--- src/rtl/mii_mgmt_pkg.sv ---
package mii_mgmt_pkg;
  localparam int CTRL_W = 32;
  localparam int B_DIN  = 19;
  localparam int B_MRD  = 18;
  localparam int B_DOUT = 17;
  localparam int B_MCLK = 16;
  localparam int B_RDOP = 14;
  localparam int B_WROP = 13;

  typedef enum logic [3:0] {
    ST_IDLE, ST_SYNC, ST_START, ST_OP_RD, ST_OP_WR,
    ST_PHY, ST_REG, ST_TA_HI, ST_TA_LO, ST_DATA
  } dec_state_e;
endpackage

--- src/rtl/mii_strobe_class.sv ---
module mii_strobe_class
  import mii_mgmt_pkg::*;
(
  input  logic              valid,
  input  logic [CTRL_W-1:0] word,
  output logic              rd_stb,
  output logic              wr_stb,
  output logic              bit_in
);
  localparam logic [CTRL_W-1:0] RD_PAT = (CTRL_W'(1) << B_MRD) | (CTRL_W'(1) << B_RDOP) | (CTRL_W'(1) << B_MCLK);
  localparam logic [CTRL_W-1:0] WR_PAT = (CTRL_W'(1) << B_WROP) | (CTRL_W'(1) << B_MCLK);
  localparam logic [CTRL_W-1:0] MASK   = ~(CTRL_W'(1) << B_DOUT);

  logic [CTRL_W-1:0] masked;
  assign masked = word & MASK;
  assign rd_stb = valid && (masked == RD_PAT);
  assign wr_stb = valid && (masked == WR_PAT);
  assign bit_in = word[B_DOUT];
endmodule

--- src/rtl/mii_frame_dec.sv ---
module mii_frame_dec
  import mii_mgmt_pkg::*;
#(
  parameter int AW = 5,
  parameter int DW = 16
) (
  input  logic          clk,
  input  logic          rst,
  input  logic          bit_valid,
  input  logic          bit_in,
  output logic [3:0]    state_o,
  output logic          rd_go,
  output logic          wr_go,
  output logic [AW-1:0] phy_o,
  output logic [AW-1:0] rga_o,
  output logic [DW-1:0] dat_o
);
  localparam int CNT_W = $clog2(DW) + 1;

  dec_state_e    st, st_n;
  logic [CNT_W-1:0] cnt, cnt_n;
  logic [AW-1:0] phy, phy_n, rga, rga_n;
  logic [DW-1:0] dat, dat_n;
  logic          is_rd, is_rd_n;

  always_comb begin
    st_n = st; cnt_n = cnt; phy_n = phy; rga_n = rga; dat_n = dat; is_rd_n = is_rd;
    rd_go = 1'b0; wr_go = 1'b0;
    if (bit_valid) begin
      unique case (st)
        ST_IDLE: begin
          phy_n = '0; rga_n = '0; dat_n = '0;
          if (!bit_in) st_n = ST_SYNC;
        end
        ST_SYNC:  st_n = bit_in ? ST_START : ST_IDLE;
        ST_START: st_n = bit_in ? ST_OP_RD : ST_OP_WR;
        ST_OP_RD: begin st_n = bit_in ? ST_IDLE : ST_PHY; is_rd_n = 1'b1; cnt_n = '0; end
        ST_OP_WR: begin st_n = bit_in ? ST_PHY : ST_IDLE; is_rd_n = 1'b0; cnt_n = '0; end
        ST_PHY: begin
          phy_n = {phy[AW-2:0], bit_in};
          cnt_n = cnt + 1'b1;
          if (cnt == CNT_W'(AW-1)) begin st_n = ST_REG; cnt_n = '0; end
        end
        ST_REG: begin
          rga_n = {rga[AW-2:0], bit_in};
          cnt_n = cnt + 1'b1;
          if (cnt == CNT_W'(AW-1)) begin
            cnt_n = '0;
            if (is_rd) begin rd_go = 1'b1; st_n = ST_IDLE; end
            else st_n = ST_TA_HI;
          end
        end
        ST_TA_HI: st_n = bit_in ? ST_TA_LO : ST_IDLE;
        ST_TA_LO: begin st_n = bit_in ? ST_IDLE : ST_DATA; cnt_n = '0; end
        ST_DATA: begin
          dat_n = {dat[DW-2:0], bit_in};
          cnt_n = cnt + 1'b1;
          if (cnt == CNT_W'(DW-1)) begin wr_go = 1'b1; st_n = ST_IDLE; end
        end
        default: st_n = ST_IDLE;
      endcase
    end
  end

  always_ff @(posedge clk) begin
    if (rst) begin
      st <= ST_IDLE; cnt <= '0; phy <= '0; rga <= '0; dat <= '0; is_rd <= 1'b0;
    end else begin
      st <= st_n; cnt <= cnt_n; phy <= phy_n; rga <= rga_n; dat <= dat_n; is_rd <= is_rd_n;
    end
  end

  assign state_o = st;
  assign phy_o   = phy_n;
  assign rga_o   = rga_n;
  assign dat_o   = dat_n;
endmodule

--- src/rtl/mii_phy_regs.sv ---
module mii_phy_regs #(
  parameter int            AW      = 5,
  parameter int            DW      = 16,
  parameter logic [AW-1:0] OWN_PHY = '0
) (
  input  logic          clk,
  input  logic          rst,
  input  logic          link_present,
  input  logic          wr_go,
  input  logic [AW-1:0] phy,
  input  logic [AW-1:0] rga,
  input  logic [DW-1:0] wdata,
  output logic [DW-1:0] rdata
);
  localparam int            NREG     = 1 << AW;
  localparam logic [AW-1:0] STAT_REG = AW'(1);
  localparam logic [DW-1:0] LINK_UP  = DW'(4);

  logic [DW-1:0] mem [NREG];

  always_ff @(posedge clk) begin
    if (rst) begin
      for (int i = 0; i < NREG; i++) mem[i] <= '0;
    end else if (wr_go && phy == OWN_PHY) begin
      mem[rga] <= wdata;
    end
  end

  always_comb begin
    if (phy != OWN_PHY)      rdata = '1;
    else if (rga == STAT_REG) rdata = link_present ? LINK_UP : '0;
    else                      rdata = mem[rga];
  end
endmodule

--- src/rtl/mii_out_shift.sv ---
module mii_out_shift #(
  parameter int CW = 32,
  parameter int DW = 16
) (
  input  logic          clk,
  input  logic          rst,
  input  logic          load,
  input  logic [DW-1:0] load_val,
  input  logic          shift,
  output logic [CW-1:0] sh
);
  localparam int OFF = CW - 1 - DW;

  always_ff @(posedge clk) begin
    if (rst)        sh <= '0;
    else if (load)  sh <= CW'(load_val) << OFF;
    else if (shift) sh <= sh << 1;
  end
endmodule

--- src/rtl/mii_mgmt_target.sv ---
module mii_mgmt_target
  import mii_mgmt_pkg::*;
#(
  parameter int             AW      = 5,
  parameter int             DW      = 16,
  parameter logic [AW-1:0]  OWN_PHY = '0
) (
  input  logic              clk,
  input  logic              rst,
  input  logic              link_present,
  input  logic              host_valid,
  input  logic [CTRL_W-1:0] host_word,
  output logic [CTRL_W-1:0] ctrl_out
);
  logic          rd_stb, wr_stb, bit_in;
  logic [3:0]    dec_state;
  logic          rd_go, wr_go;
  logic [AW-1:0] phy, rga;
  logic [DW-1:0] wdat, rdat;
  logic [CTRL_W-1:0] shreg, ctrl_q;

  mii_strobe_class u_cls (
    .valid(host_valid), .word(host_word),
    .rd_stb(rd_stb), .wr_stb(wr_stb), .bit_in(bit_in)
  );

  mii_frame_dec #(.AW(AW), .DW(DW)) u_dec (
    .clk(clk), .rst(rst), .bit_valid(wr_stb), .bit_in(bit_in),
    .state_o(dec_state), .rd_go(rd_go), .wr_go(wr_go),
    .phy_o(phy), .rga_o(rga), .dat_o(wdat)
  );

  mii_phy_regs #(.AW(AW), .DW(DW), .OWN_PHY(OWN_PHY)) u_regs (
    .clk(clk), .rst(rst), .link_present(link_present), .wr_go(wr_go),
    .phy(phy), .rga(rga), .wdata(wdat), .rdata(rdat)
  );

  mii_out_shift #(.CW(CTRL_W), .DW(DW)) u_shift (
    .clk(clk), .rst(rst), .load(rd_go), .load_val(rdat),
    .shift(rd_stb), .sh(shreg)
  );

  always_ff @(posedge clk) begin
    if (rst) ctrl_q <= '0;
    else if (host_valid) begin
      ctrl_q <= host_word;
      if (rd_stb) ctrl_q[B_DIN] <= shreg[CTRL_W-1];
    end
  end

  assign ctrl_out = ctrl_q;
endmodule

--- config.mk ---
export PLATFORM = sky130hd
export DESIGN_NAME = mii_mgmt_target
export DESIGN_NICKNAME = d
export VERILOG_FILES = /design/src/rtl/mii_mgmt_pkg.sv /design/src/rtl/mii_strobe_class.sv /design/src/rtl/mii_frame_dec.sv /design/src/rtl/mii_phy_regs.sv /design/src/rtl/mii_out_shift.sv /design/src/rtl/mii_mgmt_target.sv
export SDC_FILE = /design/constraint.sdc
export NUM_CORES = 1
export LEC_CHECK = 0
export ABC_AREA = 1
export BUFFER_PORTS_ARGS = -buffer_cell sky130_fd_sc_hd__buf_2
export CORE_MARGIN = 1.5
export CORE_UTILIZATION = 35
export DETAILED_ROUTE_END_ITERATION = 8
export HOLD_SLACK_MARGIN = 0.1
export PLACE_DENSITY = 0.49
export SYNTH_ARGS = -nofsm -noshare
export SYNTH_HDL_FRONTEND = slang
export SYNTH_SLANG_ARGS = --single-unit
--- constraint.sdc ---
create_clock -name clk -period 3.65 [get_ports clk]
set_input_delay 1.095 -clock clk [delete_from_list [all_inputs] [get_ports clk]]
set_output_delay 1.095 -clock clk [all_outputs]
set_load 0.01 [all_outputs]
# Word-level counts from Yosys, hierarchy flattened

Memories as Yosys holds them, arrays and structs flattened.
Cells that the tools add are included.

Latch bits: 0
Memories kept: 1
Output and inout bits: 32
Register bits after elaboration: 85
Memory bits (read-only): 0
RAM bits: 512
Bits of input ports: 36
Logic and storage cells: 87

Add/sub/neg operators: 1
Reductions and logical operators: 16
Mux-type cells: 42
Multiply operators: 0
Shift operators: 0
Bitwise operators: 0
Order comparisons: 0
Equal/unequal tests: 18
Div/mod/pow operators: 0

Memory list:

| memory     | depth | bits a word | read ports | clocked after Yosys merged registers in | wr ports | line               | source |
|---|---|---|---|---|---|---|---|
| u_regs.mem | 32    | 16          | 1          | 0                                       | 32       | mii_phy_regs.sv:19 | `logic [DW-1:0] mem [NREG];` |

Operators with widths:

| operator                                         | number |
|---|---|
| two-way mux 16 bit                               | 4 |
| two-way mux 31 bit                               | 2 |
| case mux 4 bit (10 select lines)                 | 1 |
| case mux 16 bit (2 select lines)                 | 1 |
| == test 31 x 17 -> 1 bit (second input constant) | 1 |
| == test 31 x 18 -> 1 bit (second input constant) | 1 |
| two-way mux 4 bit                                | 6 |
| two-way mux 5 bit                                | 4 |
| case mux 5 bit (2 select lines)                  | 2 |
| == test 4 x 3 -> 1 bit (second input constant)   | 4 |
| OR reduction 16 bit                              | 1 |
| two-way mux 3 bit                                | 5 |
| case mux 5 bit (3 select lines)                  | 1 |
| two-way mux 1 bit                                | 14 |
| == test 4 x 2 -> 1 bit (second input constant)   | 2 |
| == test 4 bit (second input constant)            | 2 |
| != test 2 x 1 -> 1 bit (second input constant)   | 3 |
| adder 5 x 1 -> 5 bit (second input constant)     | 1 |
| == test 5 x 1 -> 1 bit (second input constant)   | 1 |
| == test 5 x 3 -> 1 bit (second input constant)   | 1 |
| == test 5 x 4 -> 1 bit (second input constant)   | 1 |
| zero test 5 bit                                  | 1 |
| AND reduction 5 bit                              | 1 |
| nonzero test 5 bit                               | 1 |
| 11 further kinds                                 | 16 |

# Longest topological paths before layout

Gate-level depths: netlist of the first run.

Word-level depth: 10
Depth in mapped cells: 24
Depth with buffers taken out: 21

# Hierarchy

From an unflattened synthesis of the first run, not the netlist that was laid out.

Cell total of the unflattened synthesis: 3334
Area, all modules: 28441.0 µm²

Modules (own cells, without submodules):

| module           | instances | area an instance (µm²) | seq. area each (µm²) | cells each |
|---|---|---|---|---|
| mii_phy_regs     | 1         | 24138.2                | 15374.7              | 2744 |
| mii_frame_dec    | 1         | 1873.0                 | 720.7                | 269 |
| mii_mgmt_target  | 1         | 1318.8                 | 640.6                | 144 |
| mii_out_shift    | 1         | 964.7                  | 340.3                | 142 |
| mii_strobe_class | 1         | 146.4                  | 0.0                  | 35 |

# Worst setup path before layout of the first run

Ideal clock, no wire load.

Path type: input -> register
Start point: in host_word[4]
End point: mem u_regs.mem[23][0] (enable)
Setup time: 0.372 ns
Required time: 3.278 ns
Path buffers: 2
Stages on the path: 11
Arrival: 3.295 ns
Slack: -0.016 ns
Path through: nor2_1 nand2_1 nor2_1 nand2_1 nor3_1 nand3_1 nor2_1 buf_4 nand4_4 buf_2 nand2_1

RTL lines:

| what               | line                  | source |
|---|---|---|
| start: declaration | mii_mgmt_target.sv:12 | `input logic [CTRL_W-1:0] host_word,` |
| end: declaration   | mii_phy_regs.sv:19    |  |

# Worst setup path in the final report of the first run

Start point: in host_word[5]
End point: reg u_shift.sh[22]

Word-level cells in the longest chain between the ends: 7
Elaborated cells on any way between the ends: 14
Classes of those cells: eq/ne: 3; mux: 6; reduce/logical: 4; memory: 1

Ends and longest elaborated chain:

| what                                                                  | line                   | source |
|---|---|---|
| == test 31 x 17 -> 1 bit                                              | mii_strobe_class.sv:17 | `assign wr_stb = valid && (masked == WR_PAT);` |
| logical AND 1 bit                                                     | mii_strobe_class.sv:17 |  |
| two-way mux 5 bit                                                     | mii_frame_dec.sv:29    | `if (bit_valid) begin` |
| memory (32 x 16 bit) / == test 5 x 1 -> 1 bit (equally long branches) | n/a                    |  |
| two-way mux 16 bit                                                    | mii_phy_regs.sv:31     | `else if (rga == STAT_REG) rdata = link_present ? LINK_UP : '0;` |
| two-way mux 16 bit                                                    | mii_phy_regs.sv:30     | `if (phy != OWN_PHY) rdata = '1;` |
| two-way mux 31 bit                                                    | mii_out_shift.sv:16    | `else if (load) sh <= CW'(load_val) << OFF;` |
| end signal: assignment                                                | mii_out_shift.sv:16    |  |
| end signal: assignment                                                | mii_out_shift.sv:17    | `else if (shift) sh <= sh << 1;` |
| end: declaration                                                      | mii_out_shift.sv:10    | `output logic [CW-1:0] sh` |

Parallel ways exist; a longest one is shown, timed or not.
A chain may end at the register's enable or synchronous reset.

==> flow_summary.ini, run 1 <==
[outcome]
status = finished clean

[finish]
fill_cells = 7812
antenna_cells = 0
syn2layout_area_growth_pct = 21.4
stdcell_area_um2 = 34600
final_core_util_pct = 43.0
drive_gt1_share_pct = 15.2
fin_nets = 3447

[min_path]
hold_depth = 2
hold_path_class = reg -> reg
hold_end = u_shift.sh[22]$_SDFFE_PP0P_
hold_start = u_shift.sh[22]$_SDFFE_PP0P_

[logic_synthesis]
synth_top_area_share_pct = 53.9
syn-mean-instance-area_um2 = 8.85
syn_inst = 3219
synthArstFlopShare_pct = 0
syn_nets = 3258
synth_ff_type = edfxtp_1
synth_area_um2 = 28500
synth_seq_area_share_pct = 59.9
ys_seq_elements = 597
synth.distinct_cells = 44
synth_enable_flop_cells = 512
synth_area_leader_cell = edfxtp_1
ys_top_cells_by_area = edfxtp_1, nand2_1, nor2_1, dfxtp_1, inv_1
ys_warn_count = 0

[worst_setup_path]
crit_fanout = 28
crit_required_ps = 4200
start_kind = input port
cp.arrival_ps = 3790
timing.rr.start = u_dec.state_o[3]$_SDFFE_PP0P_
worstSetupPathType = in -> reg
worstReg2RegEnd = u_shift.sh[22]$_SDFFE_PP0P_
rrSetupSlack_ps = 590
worstRegToRegCells = 20
end_kind = flip-flop

[pwr]
p_leak_nw = 13.7
netSwitchingPower_mw = 3.41
p_comb_share_pct = 4.4
power_frac_clock_pct = 45.1
power.density_nw_per_um2 = 445
intPower_mw = 12.0
seqPwrFrac_pct = 50.5
peakVddDrop_mv = 0.396
switching_share_pct = 22.1

[clock_tree]
cts_max_level = 3
numCtsBuffers = 71
cts_buffer_depth = 3
cts_tree = done
clk_pin_slew_worst_paths_ps = 50
ctsResizeCount = 0
cts_hold_buf = 0
postCtsSetupRepairBufs = 0
clockRootBuffer = clkbuf_16
cts.sinks = 597
worstSkewPairLatency_ps = 640

[sta]
setup_viol = 0
worst_hold_slack_ps = 472
slew_headroom_pct = 29.0
slew_violations = 0
fin_skew_ps = 26.0
final.setup.worst_slack_ps = 412
rsz0062_at_grt = no
fin_tns_setup_ps = 0
period_minus_slack_ps = 3240
tightest_slew_ps = 1070
max_freq_mhz = 309
fin_crit_sh_pct = 88.7
hold_viol_final = 0

[floorplan]
die_h_um = 288
initial_utilization_pct = 35.4
fp-row-count = 104
io_pins = 68
core_area_um2 = 80500
dieArea_um2 = 83200
die_x_um = 288

[detailed_routing]
viasPerCell = 4.90
vias = 22185
drt_iter0_markers = 1863
drc = 0
wl_um = 85900
ant_nets = 0
routedWlPerCell_um = 19.0
dr.pass1.iters = 6

[global_routing]
antenna_found_initial = 1
grt_pass1_wl_um = 130000
grt_pass1_vias = 21469
overflow = 0
grt_start_max_net_pins = 72
grt.total_usage_pct = 20.8

[place]
gp_congestion = 0.887
io_buffers = 67
pre_cts_ws_ps = -243
placed_area_um2 = 32300
dp_hpwl_um = 58300

[flow_run]
max_cap_viol_count = 0
[worst max-delay path: stages]
cell and delay [ps]:
buf_2 100, nor2_1 100, nand2_1 130, nor2_1 210, nand2_1 100, nor2_1 170
nand3_2 170, nand2_8 200, buf_12 170, buf_12 170, o21ai_0 100, nand2_1 90
nand2_1 140, nand2_1 120, nand2_1 60, nor2_1 190, buf_4 170, nand2_1 50
nand2_1 50, nand2_1 50, a21oi_1 110
[sequential cells by signal, indices dropped and copies added (netlist names)]
register and flops:
u_dec.phy 5, u_dec.rga 5, u_dec.state_o 4, u_dec.dat 16
ctrl_out 32, u_dec.cnt 5, u_shift.sh 17, u_dec.is_rd 1
u_regs.mem 512
[how the worst max path moves through the flow]
stage             startpoint                               to  slack [ps]  depth (start not counted)
6_report        host_word[5]      u_shift.sh[22]$_SDFFE_PP0P_         410                         21
5_1_grt        host_word[25]   u_regs.mem[3][5]$_SDFFCE_PN0P_         180                         17
4_1_cts        host_word[22]  u_regs.mem[0][10]$_SDFFCE_PN0P_         420                         17
3_5_place_dp   host_word[22]   u_regs.mem[0][5]$_SDFFCE_PN0P_        -240                         17
3_3_place_gp   host_word[25]  u_regs.mem[16][9]$_SDFFCE_PN0P_        -270                         17
2_1_floorplan   host_word[4]  u_regs.mem[14][0]$_SDFFCE_PN0P_         -10                         11
[layout by cell type, fill, tap and decap left out, types with 5 or more instances in the layout]
cell type  netlist  final
o21ai_1         74     74
nand2_1        887    866
nor2_2           3     11
nand4_4         31     31
nor2_1         744    735
clkbuf_1        71     19
clkinv_1         3     14
o22ai_1         25     25
inv_1          263    261
clkbuf_8         0      7
buf_2           97     67
inv_6            0      5
clkbuf_16        0     71
buf_12           0     90
nor3_1           8      8
edfxtp_1       512    512
buf_4            6    170
a21oi_1         52     52
or2_2           11     11
nand3_1         61     61
o21a_1           8      8
nand4_1          8      8
inv_2            7      7
nand2_2          6     26
clkinv_2         1      9
dfxtp_1         85     85
o21ai_0        178    178
nand3b_1        18     18
[cells by family after synthesis]
logic type | count (synthesis) | synth area share (%)
buffers and inverters | 487 | 7.17
flip-flops | 597 | 59.9
multiplexers | 1 | 0.0351
AO/OA/AOI/OAI | 347 | 6.39
adder cells (fa/ha/maj) | 3 | 0.132
AND/OR/NAND/NOR | 1784 | 26.4
[cells in the mapped netlist, types with 4 or more instances]
cell type and number:
o21ai_1 74, buf_6 4, buf_2 97, inv_2 7, o21ai_0 178, inv_1 263
o21a_1 8, nand3_1 61, buf_1 28, dfxtp_1 85, nor2_1 744, nand3b_1 18
nand4_4 31, or2_2 11, edfxtp_1 512, nand4_1 8, nand2_2 6, o22ai_1 25
nor3_1 8, buf_4 6, nand2_1 887, clkbuf_1 71, a21oi_1 52
[through the flow]
stage	std cells	total power, mW
floorplan	3219	8.26
global placement	4395	8.59
detailed placement	4395	8.60
CTS	4526	15.6
global route	4526	15.9
finish	4526	15.4
[power groups by stage]
stage	registers, mW	logic, mW	clock network (mW)
global placement	7.92	0.667	0
detailed placement	7.93	0.675	0
global route	7.82	0.754	7.32
finish	7.79	0.672	6.95
floorplan	7.91	0.352	0
CTS	7.79	0.679	7.10
[area by class of cell]
class | instances | area (um2) | share of cell area, %
repair buffers | 327 | 3410 | 9.86
inverters | 276 | 1040 | 3.02
multi-input cells | 2135 | 9480 | 27.4
flip-flops and latches | 597 | 17100 | 49.3
well taps | 1060 | 1330 | 3.83
clock inverters | 34 | 328 | 0.947
clock buffers | 97 | 1940 | 5.62
[metal layers]
| metal | vias up | global-route usage [%] | routed length, um |
|---|---|---|---|
| li1 | 10758 | - | - |
| met3 | 126 | 3.11 | 5370 |
| met1 | 10680 | 29.1 | 38900 |
| met4 | 0 | 6.35 | 2390 |
| met2 | 621 | 33.1 | 39300 |
| met5 | - | 0 | 0 |
(Power assumes the default switching activity.)
==> run 2: changes to the inputs <==
REMOVE_ABC_BUFFERS = 1   (was not set)
==> run 2 against run 1 <==
Design area is 0.25% higher. Clock power grew 1%. Sequential power hardly changed. Sequential share of layout area decreased by 0.12 points. Highest routed layer is now met5.
==> flow_summary.ini, run 2 (synthesized netlist as in run 1, its figures left out) <==
[clock_tree]
ctsResizeCount = 0
postCtsSetupRepairBufs = 0
numCtsBuffers = 71
worstSkewPairLatency_ps = 620
cts.sinks = 597
cts_max_level = 3
cts_hold_buf = 0
clk_pin_slew_worst_paths_ps = 60
clockRootBuffer = clkbuf_16
cts_buffer_depth = 3
cts_tree = done

[detailed_routing]
viasPerCell = 4.93
routedWlPerCell_um = 19.6
drc = 0
dr.pass1.iters = 6
vias = 22306
ant_nets = 0
drt_iter0_markers = 2010
wl_um = 88800

[worst_setup_path]
worstSetupPathType = in -> reg
end_kind = flip-flop
cp_slowest_cell = o21ai_4
path_cells = buf_2, nor2_1, nand2_1, nor2_1, nand2_1, inv_1, nand3_2, o21ai_4, clkinv_2, buf_12, buf_12, o21ai_1, nand2_1, nand2_1, nand2_1, nor2_1, nand2_1, nand2_1, nand2_1, a21oi_1
cp_top_family = simple AND/OR/NAND/NOR gates
crit_buf_inv = 5
path_common_cell = nand2_1
max_stage_delay_ps = 400
start_kind = input port
crit_fanout = 33
crit_required_ps = 4200
cp.arrival_ps = 4050

[sta]
fin_crit_sh_pct = 95.8
rsz0062_at_grt = no
slew_headroom_pct = 41.7
hold_viol_final = 0
worst_hold_slack_ps = 474
max_freq_mhz = 286
fin_skew_ps = 29.3
setup_viol = 0
tightest_slew_ps = 875
slew_violations = 0
period_minus_slack_ps = 3500

[finish]
drive_gt1_share_pct = 14.7
final_core_util_pct = 43.1
multiInputGateArea_um2 = 9420
antenna_cells = 0
layout_commonest_cell = nand2_1
top_register = u_regs.mem
stdcell_count = 4527
fill_cells = 7869
mostFrequentLayoutCells = nand2_1, nor2_1, edfxtp_1
largest_reg_flops = 512
fin_nets = 3453
syn2layout_area_growth_pct = 21.7
regArea_um2 = 17100

[floorplan]
initial_utilization_pct = 35.4
fp-row-count = 104
die_h_um = 288
io_pins = 68
core_area_um2 = 80500
dieArea_um2 = 83200
die_x_um = 288

[place]
gp_congestion = 0.897
io_buffers = 67
dp_hpwl_um = 60100
dp.cells = 4401

[global_routing]
grt_pass1_vias = 21676
grt_pass1_wl_um = 134000
overflow = 0
grt.total_usage_pct = 21.5
grt_start_max_net_pins = 72
antenna_found_initial = 2

[outcome]
status = finished clean

[pwr]
power.density_nw_per_um2 = 447
peakVddDrop_mv = 0.353
p_leak_nw = 13.8

[min_path]
hold_path_class = reg -> reg

[flow_run]
max_cap_viol_count = 0
==> run 2: cell types whose count changed in the layout (fill, tap and decap cells not counted), moves of 2 or more <==
cell / change
clkbuf_16: +3
clkinvlp_4: -2
nand2_1: +21
clkinv_1: +4
buf_12: +8
buf_4: -2
bufinv_16: +2
clkinv_8: -2
clkbuf_1: -7
clkbuf_8: -5
nand2_2: -21
clkinv_2: +5
==> run 2: where the power goes <==
| group | switching [mW] | leakage, nW | internal (mW) | total, mW |
|---|---|---|---|---|
| logic | 0.423 | 7.16 | 0.257 | 0.680 |
| registers | 0.0929 | 5.55 | 7.69 | 7.79 |
| clock network | 2.89 | 1.11 | 4.16 | 7.05 |
==> run 2: worst paths after layout <==
kind                                 startpoint                           to  slack (ps)  cells after the start
setup / recovery                  host_word[31]  u_shift.sh[26]$_SDFFE_PP0P_         150                     20
hold / removal      u_shift.sh[28]$_SDFFE_PP0P_  u_shift.sh[28]$_SDFFE_PP0P_         470                      2
setup reg to reg  u_dec.state_o[2]$_SDFFE_PP0P_  u_shift.sh[26]$_SDFFE_PP0P_         350                     17
hold reg to reg     u_shift.sh[28]$_SDFFE_PP0P_  u_shift.sh[28]$_SDFFE_PP0P_         470                      2
==> run 2: area by class of cell <==
type | count | share of cell area [%]
sequential | 597 | 49.2
multi-input combinational | 2135 | 27.2
timing repair buffer | 333 | 10.3
clock buffer | 88 | 5.55
tap | 1060 | 3.82
inverter | 276 | 3.01
clock inverter | 38 | 0.988
==> run 2: worst register-to-register path: stages (launching register included) <==
cell and delay [ps]:
dfxtp_1 340, nor2_1 250, nand2_2 200, nand2_1 200, o22ai_1 130, o21ai_4 400
clkinv_2 230, buf_12 230, buf_12 190, o21ai_1 90, nand2_1 110, nand2_1 100
nand2_1 50, nor2_1 370, nand2_1 100, nand2_1 80, nand2_1 50, a21oi_1 110
==> run 2: routing by layer <==
metal / up-vias / track usage [%] / share of wire (%)
met5: - / 0 / 0.029
met2: 592 / 34.0 / 46
met4: 4 / 6.14 / 2.3
met3: 125 / 3.51 / 6.0
li1: 10757 / - / -
met1: 10828 / 30.3 / 46
==> run 2: through the flow <==
| stage | TNS, ps | setup slack [ps] | instance area, um2 | power (mW) |
|---|---|---|---|---|
| floorplan | -4353010 | -5110 | 27500 | 8.24 |
| global placement | -112140 | -510 | 32400 | 8.60 |
| detailed placement | -104670 | -459 | 32400 | 8.61 |
| CTS | 0 | 193 | 34700 | 15.7 |
| global route | 0 | 17.9 | 34700 | 16.0 |
| finish | 0 | 153 | 34700 | 15.5 |
